## src/rtl/swreg_chain.sv

```systemverilog
module swreg_chain #(
  parameter int NCH         = 8,
  parameter int SYNC_STAGES = 2
) (
  input  logic           clk,
  input  logic           rst_n,
  input  logic           ser_clk,
  input  logic           frame_n,
  input  logic           ser_din,
  output logic [NCH-1:0] sw_on,
  output logic           dout_bit,
  output logic           dout_pull_en
);
  localparam int TOP = SYNC_STAGES - 1;

  logic [SYNC_STAGES-1:0] clk_sy, frm_sy, din_sy;
  logic                   clk_d, frm_d;
  logic [NCH-1:0]         sreg;
  logic                   dout_q;

  always_ff @(posedge clk or negedge rst_n) begin
    if (!rst_n) begin
      clk_sy <= '1;
      frm_sy <= '1;
      din_sy <= '0;
      clk_d  <= 1'b1;
      frm_d  <= 1'b1;
    end else begin
      clk_sy <= {clk_sy[SYNC_STAGES-2:0], ser_clk};
      frm_sy <= {frm_sy[SYNC_STAGES-2:0], frame_n};
      din_sy <= {din_sy[SYNC_STAGES-2:0], ser_din};
      clk_d  <= clk_sy[TOP];
      frm_d  <= frm_sy[TOP];
    end
  end

  wire din_s       = din_sy[TOP];
  wire frame_on    = ~frm_sy[TOP];
  wire sclk_fall   = clk_d & ~clk_sy[TOP];
  wire sclk_rise   = ~clk_d & clk_sy[TOP];
  wire frame_start = frm_d & ~frm_sy[TOP];
  wire frame_end   = ~frm_d & frm_sy[TOP];

  always_ff @(posedge clk or negedge rst_n) begin
    if (!rst_n) begin
      sreg   <= '0;
      sw_on  <= '0;
      dout_q <= 1'b0;
    end else begin
      if (sclk_fall && frame_on)
        sreg <= {sreg[NCH-2:0], din_s};
      if (frame_end)
        sw_on <= sreg;
      if (frame_start || (sclk_rise && frame_on))
        dout_q <= sreg[NCH-1];
    end
  end

  assign dout_bit     = dout_q;
  assign dout_pull_en = ~dout_q;
endmodule

```

## config.mk

```make
export PLATFORM = sky130hd
export DESIGN_NAME = swreg_chain
export DESIGN_NICKNAME = d
export VERILOG_FILES = /design/src/rtl/swreg_chain.sv
export SDC_FILE = /design/constraint.sdc
export NUM_CORES = 1
export LEC_CHECK = 0
export BUFFER_PORTS_ARGS = -buffer_cell sky130_fd_sc_hd__buf_2
export CAP_MARGIN = 20
export CORE_ASPECT_RATIO = 0.9
export CORE_MARGIN = 1.5
export CORE_UTILIZATION = 53
export DETAILED_ROUTE_END_ITERATION = 12
export PLACE_DENSITY = 0.76
export SLEW_MARGIN = 20
export SYNTH_ARGS = -nofsm -noshare
export SYNTH_HDL_FRONTEND = slang
export SYNTH_SLANG_ARGS = --single-unit
```

## constraint.sdc

```tcl
create_clock -name clk -period 4.3 [get_ports clk]
set_clock_uncertainty 0.1 [all_clocks]
set_input_delay 0.43 -clock clk [delete_from_list [all_inputs] [get_ports clk]]
set_output_delay 0.43 -clock clk [all_outputs]
set_load 0.05 [all_outputs]
```

Word level (Yosys, flattened, before mapping) --
Cells that the tools add are included.
Cells by class: bitwise logic cells 9, reductions and logical operators 3
Operators by type and width (number):
- $not A1 Y1 | 5
- $and A1 B1 Y1 | 4
- $logic_and A1 B1 Y1 | 2
- $logic_or A1 B1 Y1 | 1
Storage, ports and cells: bits in registers 25, input port bits 5, output and inout bits 10, logic and storage cells 20

Depth between registers and ports, before layout --
word-level depth 4, depth in mapped cells 3, depth with buffers taken out 3

Worst setup path after synthesis --
OpenSTA, ideal clock, no wires.
path type register to output, start point register dout_q, in the netlist dout_bit, end point output port dout_pull_en, arrival time 0.958 ns, required time 3.770 ns, path slack 2.812 ns, cell stages (with the launch flop) 2, path buffers 0, path through dfrtp_1 -> inv_1
On the way: word-level cells in the longest chain between the ends 1
Ends and longest elaborated chain:
- start: declaration | RTL line 19 | logic dout_q;
- start signal: assignment | RTL line 55 | dout_q <= sreg[NCH-1];
- $not A1 Y1 | RTL line 60 | assign dout_pull_en = ~dout_q;
- end: declaration | RTL line 12 | output logic dout_pull_en
Every way passes these cells.

Worst setup path in the final report --
start point register clk_d, end point register sreg[2]
On the way: word-level cells in the longest chain between the ends 2
Ends and longest elaborated chain:
- start: declaration | RTL line 17 | logic clk_d, frm_d;
- start signal: assignment | RTL line 32 | clk_d <= clk_sy[TOP];
- $and A1 B1 Y1 | RTL line 39 | wire sclk_fall = clk_d & ~clk_sy[TOP];
- $logic_and A1 B1 Y1 | RTL line 50 | if (sclk_fall && frame_on)
- end signal: assignment | RTL line 51 | sreg <= {sreg[NCH-2:0], din_s};
- end: declaration | RTL line 18 | logic [NCH-1:0] sreg;
Every way passes these cells. A chain may end at the register's enable or synchronous reset.

==> results.py <==
metrics = {
    "power_and_ir_drop": {
        "power_density_nw_per_um2": 677.1,
        "p_leak_nw": 0.4762,
        "irDropWorstVdd_uv": 339.0,
    },
    "grt": {
        "grt_util_met1_pct": 14.79,
        "grt_antenna_before_repair": 0,
        "grt-busiest-layer": "met2",
        "grt_pass1_vias": 450,
        "use_met3_pct": 9.130,
        "grt_usage_pct": 13.39,
        "grt.met2_usage_pct": 22.54,
        "grt_max_degree": 26,
        "grt_pass1_wl_um": 1773,
        "grt.overflow.total": 0,
    },
    "clock_tree": {
        "cts_hold_buf": 1,
        "clockRootBuffer": "clkbuf_4",
        "cts_inserted_buffers": 3,
        "clk_pin_slew_ns": 0.12,
        "cts_buffer_depth": 2,
        "insertion_delay_ns": 0.30,
        "tritoncts": "yes",
        "h-tree-depth": 1,
        "clkSinkCount": 25,
        "cts_resized": 0,
        "post_cts_buffers": 0,
    },
    "placed_design": {
        "portBuffers": 14,
        "dp_hpwl_um": 733.8,
        "gp_congestion": 0.6612,
    },
    "synthesis": {
        "synth_top_family_by_area": "multiplexers",
        "muxShareOfSynthArea_pct": 21.95,
        "ys_seq_elements": 25,
        "syn_area_um2": 872.1,
        "avgSynthCellArea_um2": 18.17,
        "syn-num-nets": 53,
        "synth_top_area_cell": "dfrtp_1",
        "synth_flop_cell": "dfrtp_1",
        "synth_common_cells": "19 x dfrtp_1, 17 x mux2_2, 6 x dfstp_2",
        "async_flop_share_pct": 100.0,
        "synth.top_cell.area_share_pct": 54.52,
        "synth-compound-area-share_pct": 0.8608,
        "synthAdderAreaFrac_pct": 0,
        "netlist_top_cells_area": "dfrtp_1 55%, mux2_2 22%, dfstp_2 18%",
        "synthCells": 48,
        "yosys_warnings": 0,
        "yosysMostFrequentCell": "dfrtp_1",
        "synth_edf_count": 0,
        "ys_types": 9,
        "synth_simple_gate_area_share_pct": 3.587,
        "synth_xor_area_share_pct": 0,
        "ys_seq_area_share_pct": 72.60,
    },
    "layout": {
        "syn_to_final_growth_pct": 14.92,
        "layout-drive-gt1-share_pct": 63.64,
        "utilization_pct": 66.97,
        "diodes": 0,
        "final_nets": 72,
    },
    "timing": {
        "hold_violations": 0,
        "max_slew_margin_pct": 65.63,
        "fin_crit_sh_pct": 35.71,
        "report.final.setup_viol": 0,
        "tns_ns": 0,
        "grt_setup_unrepaired": "false",
        "slew_violations": 0,
        "fmax_mhz": 651.3,
        "fin_crit_ns": 1.535,
        "tightest_slew_ns": 0.5156,
    },
    "drt": {
        "wl_per_cell_um": 11.32,
        "ant_nets": 0,
        "drcViolationCount": 0,
        "vias": 417,
        "first_pass_iters": 2,
        "routed_wl_um": 996,
        "drt_iter0_drc": 3,
        "drt-vias-per-instance": 4.739,
    },
    "setup_path": {
        "cp-start-kind": "flip-flop",
        "endpoint": "sreg[2]$_DFFE_PN0P_",
        "rrSetupSlack_ns": 2.76,
        "worstReg2RegStart": "clk_d$_DFF_PN1_",
        "endpoint_kind": "flip-flop",
        "reg2reg_depth": 2,
        "setup.worst_path.class": "flip-flop to flip-flop",
        "crit_start": "clk_d$_DFF_PN1_",
        "path_max_fanout": 8,
        "critPathArrivalTime_ns": 1.64,
        "r2r-end": "sreg[2]$_DFFE_PN0P_",
        "required_ns": 4.40,
    },
    "min_path": {
        "hp-class": "primary input to flip-flop",
    },
    "floorplan": {
        "die_w_um": 45.76,
        "start_util_pct": 58.28,
        "die_height_um": 41.48,
        "num_rows": 13,
        "dieArea_um2": 1898,
        "pin_count": 15,
        "core_area_um2": 1496,
    },
    "outcome": {
        "outcome": "complete, no violations",
    },
    "job": {
        "drv_cap": 0,
    },
}
[final cells by class]
class,instances,area [um^2]
tap,22,27.53
multi-input combinational,21,230.2
timing repair buffer,15,80.08
clock inverter,1,5.005
fill,107,494.2
inverter,1,3.754
clock buffer,3,22.52
sequential,25,633.1
[power breakdown]
part / leakage [nW] / internal, mW / switching, mW
combinational: 0.157 / 0.0768 / 0.166
clock: 0.0177 / 0.0347 / 0.0616
sequential: 0.301 / 0.304 / 0.0356
total: 0.476 / 0.415 / 0.263
[worst min path at each step]
| stage | start | end | slack [ns] | cells past startpoint |
|---|---|---|---|---|
| floorplan | rst_n | din_sy[0]$_DFF_PN0_ | 0.03 | 0 |
| global placement | din_sy[0]$_DFF_PN0_ | din_sy[1]$_DFF_PN0_ | 0.24 | 0 |
| detailed placement | din_sy[0]$_DFF_PN0_ | din_sy[1]$_DFF_PN0_ | 0.24 | 0 |
| CTS | ser_clk | clk_sy[0]$_DFF_PN1_ | 0.09 | 1 |
| global route | ser_clk | clk_sy[0]$_DFF_PN1_ | 0.07 | 1 |
| finish | ser_clk | clk_sy[0]$_DFF_PN1_ | 0.11 | 1 |
[flip-flops by register name (all words and copies together), names as in the netlist]
signal / flops
din_sy: 2
frm_d: 1
clk_sy: 2
sw_on: 8
dout_bit: 1
frm_sy: 2
clk_d: 1
sreg: 8
[through the flow]
step / power, mW / setup WS [ns] / cell area, um^2 / hold slack, ns / instances
after floorplan: 0.5326 / 2.812 / 872.1 / 0.03441 / 48
after global placement: 0.5859 / 2.821 / 964.7 / 0.2350 / 83
after detailed placement: 0.5916 / 2.781 / 964.7 / 0.2403 / 83
after CTS: 0.6885 / 2.748 / 1002 / 0.09374 / 88
after global routing: 0.7211 / 2.690 / 1002 / 0.07479 / 88
final: 0.6786 / 2.765 / 1002 / 0.1067 / 88
[logic make-up after synthesis]
logic type | after synthesis
AND/OR/NAND/NOR | 3
buffers and inverters | 2
multiplexers | 17
flip-flops | 25
AO/OA/AOI/OAI | 1
[placed cells by master, fill, tap and decap left out]
cell type,synthesis,layout
dfrtp_1,19,19
mux2_2,17,17
buf_2,1,14
dfstp_2,6,6
clkbuf_4,0,3
inv_1,1,1
nor3b_4,1,1
nand2b_1,1,1
nor2b_1,1,1
o21bai_1,1,1
clkinv_2,0,1
dlygate4sd3_1,0,1
[critical path, stage by stage, from the launching register on]
cell and delay, ns:
dfstp_2 0.55, nor3b_4 0.39, mux2_2 0.39
[routing by layer]
layer	up-vias	routed length (um)
met3	0	55
met4	0	0
met5	-	0
li1	202	-
met1	203	449
met2	12	490
No activity file was read; power rests on OpenSTA's default activity.
